--- src/rtl/seqcnt_pkg.sv ---
package seqcnt_pkg;

  localparam int CNT_W = 3;

  typedef enum logic [1:0] {
    STYLE_T  = 2'd0,
    STYLE_RS = 2'd1,
    STYLE_JK = 2'd2,
    STYLE_D  = 2'd3
  } ffStyle_e;

  // Strobes handed from the excitation logic to the storage cells.
  // exA: T, S, J or D input; exB: R or K input (unused for T and D).
  typedef struct packed {
    logic [CNT_W-1:0] exA;
    logic [CNT_W-1:0] exB;
  } ctrlStrobe_t;

  // Successor lookup of the loop, written as a plain table.
  function automatic logic [CNT_W-1:0] nextCode(input logic [CNT_W-1:0] cur);
    case (cur)
      3'b000:  nextCode = 3'b010;
      3'b010:  nextCode = 3'b011;
      3'b011:  nextCode = 3'b101;
      3'b101:  nextCode = 3'b110;
      3'b110:  nextCode = 3'b000;
      default: nextCode = 3'b000;
    endcase
  endfunction

endpackage

--- src/rtl/seqcnt_ctrl.sv ---
module seqcnt_ctrl
  import seqcnt_pkg::*;
#(
  parameter ffStyle_e STYLE = STYLE_D
) (
  input  logic             clk,
  input  logic             rstN,
  input  logic             countEn,
  input  logic [CNT_W-1:0] state,
  output ctrlStrobe_t      strobe
);

  logic bitC, bitB, bitA;
  assign bitC = state[2];
  assign bitB = state[1];
  assign bitA = state[0];

  generate
    if (STYLE == STYLE_T) begin : g_t
      always_comb begin
        strobe.exB = '0;
        if (countEn) begin
          strobe.exA[2] = bitA ^ bitC;
          strobe.exA[1] = bitA | ~bitB | bitC;
          strobe.exA[0] = (bitA & ~bitB & bitC) | (~bitA & bitB & ~bitC);
        end else begin
          strobe.exA = '0;
        end
      end
    end else if (STYLE == STYLE_RS) begin : g_rs
      always_comb begin
        if (countEn) begin
          strobe.exA[2] = bitA;
          strobe.exB[2] = ~bitA;
          strobe.exA[1] = ~bitB;
          strobe.exB[1] = bitB & (bitA | bitC);
          strobe.exA[0] = bitB & ~bitC;
          strobe.exB[0] = bitC;
        end else begin
          strobe.exA = '0;
          strobe.exB = '0;
        end
      end

      assert_rs_exclusive_R5: assert property (
        @(posedge clk) disable iff (!rstN)
        (strobe.exA & strobe.exB) == '0
      ) else $error("set and reset both high");
    end else if (STYLE == STYLE_JK) begin : g_jk
      always_comb begin
        if (countEn) begin
          strobe.exA[2] = bitA;
          strobe.exB[2] = ~bitA;
          strobe.exA[1] = 1'b1;
          strobe.exB[1] = bitA | bitC;
          strobe.exA[0] = bitB & ~bitC;
          strobe.exB[0] = bitC;
        end else begin
          strobe.exA = '0;
          strobe.exB = '0;
        end
      end
    end else begin : g_d
      always_comb begin
        strobe.exB = '0;
        if (countEn) begin
          strobe.exA[2] = bitA;
          strobe.exA[1] = (~bitA & ~bitC) | ~bitB;
          strobe.exA[0] = bitB & ~bitC;
        end else begin
          strobe.exA = state;
        end
      end
    end
  endgenerate

endmodule

--- src/rtl/seqcnt_ffcell.sv ---
module seqcnt_ffcell
  import seqcnt_pkg::*;
#(
  parameter ffStyle_e STYLE = STYLE_D
) (
  input  logic clk,
  input  logic rstN,
  input  logic inA,
  input  logic inB,
  output logic q
);

  generate
    if (STYLE == STYLE_T) begin : g_t
      logic unusedInB;
      assign unusedInB = inB;
      always_ff @(posedge clk or negedge rstN) begin
        if (!rstN)    q <= 1'b0;
        else if (inA) q <= ~q;
      end
    end else if (STYLE == STYLE_RS) begin : g_rs
      always_ff @(posedge clk or negedge rstN) begin
        if (!rstN)    q <= 1'b0;
        else if (inA) q <= 1'b1;
        else if (inB) q <= 1'b0;
      end
    end else if (STYLE == STYLE_JK) begin : g_jk
      always_ff @(posedge clk or negedge rstN) begin
        if (!rstN) q <= 1'b0;
        else begin
          case ({inA, inB})
            2'b10:   q <= 1'b1;
            2'b01:   q <= 1'b0;
            2'b11:   q <= ~q;
            default: q <= q;
          endcase
        end
      end
    end else begin : g_d
      logic unusedInB;
      assign unusedInB = inB;
      always_ff @(posedge clk or negedge rstN) begin
        if (!rstN) q <= 1'b0;
        else       q <= inA;
      end
    end
  endgenerate

endmodule

--- src/rtl/seqcnt_datapath.sv ---
module seqcnt_datapath
  import seqcnt_pkg::*;
#(
  parameter ffStyle_e STYLE = STYLE_D
) (
  input  logic             clk,
  input  logic             rstN,
  input  ctrlStrobe_t      strobe,
  output logic [CNT_W-1:0] state
);

  for (genvar i = 0; i < CNT_W; i++) begin : g_bit
    seqcnt_ffcell #(.STYLE(STYLE)) u_cell (
      .clk  (clk),
      .rstN (rstN),
      .inA  (strobe.exA[i]),
      .inB  (strobe.exB[i]),
      .q    (state[i])
    );
  end

endmodule

--- src/rtl/custom_seq_counter.sv ---
module custom_seq_counter
  import seqcnt_pkg::*;
#(
  parameter ffStyle_e STYLE = STYLE_D
) (
  input  logic             clk,
  input  logic             rstN,
  input  logic             countEn,
  output logic [CNT_W-1:0] state
);

  ctrlStrobe_t strobe;

  seqcnt_ctrl #(.STYLE(STYLE)) u_ctrl (
    .clk     (clk),
    .rstN    (rstN),
    .countEn (countEn),
    .state   (state),
    .strobe  (strobe)
  );

  seqcnt_datapath #(.STYLE(STYLE)) u_dp (
    .clk    (clk),
    .rstN   (rstN),
    .strobe (strobe),
    .state  (state)
  );

  assert_step_R2: assert property (
    @(posedge clk) disable iff (!rstN)
    countEn |=> state == nextCode($past(state))
  ) else $error("wrong successor");

  assert_hold_R3: assert property (
    @(posedge clk) disable iff (!rstN)
    !countEn |=> $stable(state)
  ) else $error("state moved while disabled");

  assert_legal_code_R4: assert property (
    @(posedge clk) disable iff (!rstN)
    state != 3'b001 && state != 3'b100 && state != 3'b111
  ) else $error("unused code reached");

  assert_wrap_R7: assert property (
    @(posedge clk) disable iff (!rstN)
    (countEn && state == 3'b110) |=> state == 3'b000
  ) else $error("no wrap from 110");

endmodule

--- config.mk ---
export PLATFORM = sky130hd
export DESIGN_NAME = custom_seq_counter
export DESIGN_NICKNAME = d
export VERILOG_FILES = /design/src/rtl/seqcnt_pkg.sv /design/src/rtl/seqcnt_ctrl.sv /design/src/rtl/seqcnt_ffcell.sv /design/src/rtl/seqcnt_datapath.sv /design/src/rtl/custom_seq_counter.sv
export SDC_FILE = /design/constraint.sdc
export NUM_CORES = 1
export LEC_CHECK = 0
export ABC_AREA = 1
export BUFFER_PORTS_ARGS = -buffer_cell sky130_fd_sc_hd__buf_4
export CAP_MARGIN = 20
export CORE_AREA = 2 2 39 41
export CTS_BUF_LIST = sky130_fd_sc_hd__clkbuf_8 sky130_fd_sc_hd__clkbuf_16
export CTS_CLUSTER_SIZE = 40
export DETAILED_ROUTE_END_ITERATION = 8
export DIE_AREA = 0 0 41 43
export GPL_ROUTABILITY_DRIVEN = 0
export HOLD_SLACK_MARGIN = 0.08
export PLACE_DENSITY_LB_ADDON = 0.12
export SYNTH_ARGS = -nofsm -noshare
export SYNTH_HDL_FRONTEND = slang
export SYNTH_SLANG_ARGS = --single-unit
--- constraint.sdc ---
create_clock -name clk -period 1 [get_ports clk]
set_clock_uncertainty 0.1 [all_clocks]
set_input_delay 0.2 -clock clk [delete_from_list [all_inputs] [get_ports clk]]
set_output_delay 0.2 -clock clk [all_outputs]
set_load 0.01 [all_outputs]
After elaboration in Yosys (flattened, before gate mapping)
Cells that the tools add are included.
- register bits: 3
- input port bits: 3
- output and inout bits: 3
- word-level logic and storage cells: 9
- bitwise gates (word level): 6
- operators with widths (cell ; count):
    inverter 1 bit ; 3
    bitwise AND 1 bit ; 2
    bitwise OR 1 bit ; 1

Depth between registers and ports, before layout
- depth after elaboration: 3
- gate-level depth with buffers: 3
- gate-level depth less buffers: 3

Hierarchy
Synthesis repeated with hierarchy kept, for this count alone.
- cells, all modules: 18
- area total of the unflattened synthesis: 146.4 sq um
- modules (own cells, without submodules) (module ; times used ; cells an instance ; area an instance (sq um) ; sequential area each (sq um)):
    seqcnt_ffcell ; 3 ; 1 ; 25.0 ; 25.0
    seqcnt_ctrl ; 1 ; 15 ; 71.3 ; 0.0

Worst setup path after synthesis
OpenSTA, ideal clock, no wires.
- path type: flip-flop to output port
- from: reg u_dp.g_bit[1].u_cell.q
- to: out state[1]
- data arrival time: 0.520 ns
- data required time: 0.700 ns
- setup slack: 0.180 ns
- cell stages (with the launch flop): 2
- path buffers: 1
- path through: dfrtp_1 buf_4
- RTL lines (item ; RTL line ; RTL):
    from (decl) ; seqcnt_ffcell.sv:10 ; output logic q
    from (signal assigned) ; seqcnt_ffcell.sv:44 ; else q <= inA;
    to (decl) ; custom_seq_counter.sv:9 ; output logic [CNT_W-1:0] state
No word-level cell between the ends.

Worst setup path after layout
- from: reg u_dp.g_bit[0].u_cell.q
- to: out state[0]
- RTL lines (item ; RTL line):
    from (decl) ; seqcnt_ffcell.sv:10
    from (signal assigned) ; seqcnt_ffcell.sv:44
No word-level cell between the ends.

==> summary.md <==
| Metric | Value |
|---|---|
| Outcome | `finished, violations left` |
| Violated checks | `negative setup slack` |
| Placed cell area | `178 µm²` |
| Synthesized net count | `20` |
| Critical path arrival | `0.74 ns` |
| Final-report hold violation count | `0` |
| Final Setup Violations | `3` |
| Die span in x | `roughly 41 µm` |
| PD cells | `a little over 3000 nW/µm²` |
| Initial antenna violation count | `0` |
| Sequential fraction of design power | `between 20% and 30%` |
| Top-Level Pins | `6` |
| Routed len/inst | `~7.0 µm` |
| Footprint of the multi-input gates | `37.5 µm²` |
| Buf/Inv on CP | `1` |
| Met3 routed WL | `27 µm` |
| Worst slew pin tran | `0.169 ns` |
| DR top layer | `met3` |
| Share of layout cells above drive strength 1 | `~41%` |
| Sequential area share after synthesis | `a little over half` |
| Mean Syn Cell Area | `between 8 and 9 µm²` |
| Hold WS | `0.128 ns` |
| Delay-heaviest family, CP | `flip-flops` |
| FF+latch count, synth | `3` |
| CTS buffer count | `3` |
| Post-Synthesis Cell Area | `143 µm²` |
| Pins over their slew limit | `0` |
| RSZ-0062 raised after global routing | `yes` |
| Std-Cell Core Area | `1380 µm²` |
| DRC Markers | `0` |
| Syn. warnings | `0` |
| Global route total overflow | `0` |
| Cell Int Power | `slightly above 0.6 mW` |
| Met1 wire length | `119 µm` |
| Pre-antenna DRT Iters | `3` |
| Top flop regs | `u_dp.g_bit.u_cell.q: 3 flops` |
| Initial core utilization | `10.3%` |
| CP max stage delay | `0.39 ns` |
| Post-synthesis instance total | `17` |
| Worst vdd ir | `0.577 mV` |
| Vias per std cell | `2.98` |
| Die Area | `between 1500 and 2000 µm²` |
| Endpoint class of the critical path | `output pin` |
| Top reg by flops | `u_dp.g_bit.u_cell.q` |
| Reg clk slew, reported paths | `0.03 ns` |
| Post-synthesis cell type count | `7` |
| Highest clock rate | `slightly below 1000 MHz` |
| Vias in the first global route | `113` |
| Slew HR | `about nine tenths` |
| Routed wire length | `301 µm` |
| Sequential cell area | `between 70 and 80 µm²` |
| Kind of critical path | `register to output pin` |
| # diodes | `0` |
| Clk_lat worst skew | `0.21 ns` |
| Share of the cycle needed by the critical path after routing | `104%` |
| Switching share of total power | `between 20% and 30%` |
| Clk root buf | `clkbuf_8` |
| Leakage | `0.133 nW` |
| Num rows | `14` |
| Sw power | `0.224 mW` |
| Synth area leader | `dfrtp_1` |
| Min-delay worst type | `primary input to register` |
| Clock power frac | `around two fifths` |
| Fillcell total | `155` |
| Startpoint class of the critical path | `register` |
| Clock Sinks | `3` |
| H-tree depth | `1` |
| Max FFs per register | `3` |
| Pre-CTS setup slack | `around 0.16 ns` |
| Logic pwr share | `around a third` |
| Routed Antenna Nets | `0` |
| WL met2 | `between 150 and 200 µm` |
| Largest cells by area after synthesis | `dfrtp_1 (53%), buf_4 (16%), nor2_1 (11%)` |
| TritonCTS clock tree | `done` |
| CP Max Fanout | `3` |
| Setup ws final | `-0.0365 ns` |
| 1st-iter DRT viols | `6` |
| Area growth syn-to-layout | `86.8%` |
| Routed vias | `128` |
| Max-cap viol count | `0` |
| Tot GR Track Use | `4.53%` |
| Max Root-Sink Buffers | `2` |
| Nets | `31` |
| Crit-path cells | `buf_6` |
| Post-route cell area | `about 270 µm²` |
| Critical path's slowest cell | `dfrtp_1` |
| Required @ worst endpoint | `0.70 ns` |
| First-pass GRT wire length | `around 420 µm` |
| Buffers on Ports | `5` |
| Minimum clock period | `1.04 ns` |
| Largest net degree at the start of global routing | `7` |
| Top cell type's share of synthesized area | `52.6%` |
| Die extent in y | `around 43 µm` |
## power groups by stage
stage                     Clock, mW  Combinational, mW  Sequential, mW
after floorplan                   0              0.148           0.205
after global placement            0              0.180           0.214
after detailed placement          0              0.177           0.213
after CTS                     0.356              0.264           0.208
after global routing          0.361              0.316           0.212
final                         0.341              0.285           0.205
## kinds of logic after synthesis
kind of cell | synth area share [%]
compound gates | 7.02
buf+inv | 21.1
flops | 52.6
simple gates | 19.3
## layer usage
layer	vias to the layer above	global-route usage [%]
li1	68	-
met1	57	3.88
met2	3	4.69
met3	0	3.14
met4	0	8.00
met5	-	0
## synth_stat cells, drive strengths merged
master  instances
nor2            4
buf             3
dfrtp           3
inv             2
nand2           2
o21ai           2
nand3           1
## area by class of cell
cell class                      instances  area share (%)
Sequential cell                         3            28.2
Timing Repair Buffer                    9            30.5
Multi-Input combinational cell          9            14.1
Clock buffer                            3            15.5
Clock inverter                          1            1.41
Inverter                                2            2.82
Tap cell                               16            7.51
## placed cells by master, fill, tap and decap left out
master         count
dfrtp_1            3
nand2_1            2
o21ai_0            2
dlygate4sd3_1      1
clkbuf_8           3
buf_6              3
buf_4              5
nand3_1            1
inv_1              3
nor2_1             4
## per-stage QoR
stage	utilization (%)	total power [mW]	std cells	setup TNS [ns]
CTS	18.7	0.828	42	-0.0991
global placement	12.8	0.394	35	0
floorplan	-	0.353	17	0
detailed placement	12.8	0.390	35	0
global route	19.3	0.888	43	-0.130
finish	19.3	0.831	43	-0.0598
## final timing paths
| path | end | from | slack [ns] | depth (start not counted) |
|---|---|---|---|---|
| max | state[0] | u_dp.g_bit[0].u_cell.q | -0.04 | 1 |
| min | u_dp.g_bit[2].u_cell.q | countEn | 0.13 | 2 |
| max reg2reg | u_dp.g_bit[1].u_cell.q | u_dp.g_bit[0].u_cell.q | 0.08 | 4 |
| min reg2reg | u_dp.g_bit[2].u_cell.q | u_dp.g_bit[0].u_cell.q | 0.43 | 2 |
| max in group asynchronous | u_dp.g_bit[2].u_cell.q | rstN | 0.48 | 2 |
| min in group asynchronous | u_dp.g_bit[1].u_cell.q | rstN | 0.22 | 2 |
## what timing repair did
item | in CTS | in global routing
endpoints found under the setup margin | 3 | 3
buffers inserted | 2 | 1
gates resized for setup | 3 | 0
hold buffers | 1 | 0
endpoints found under the hold margin | 3 | 0
(Power assumes the default switching activity.)
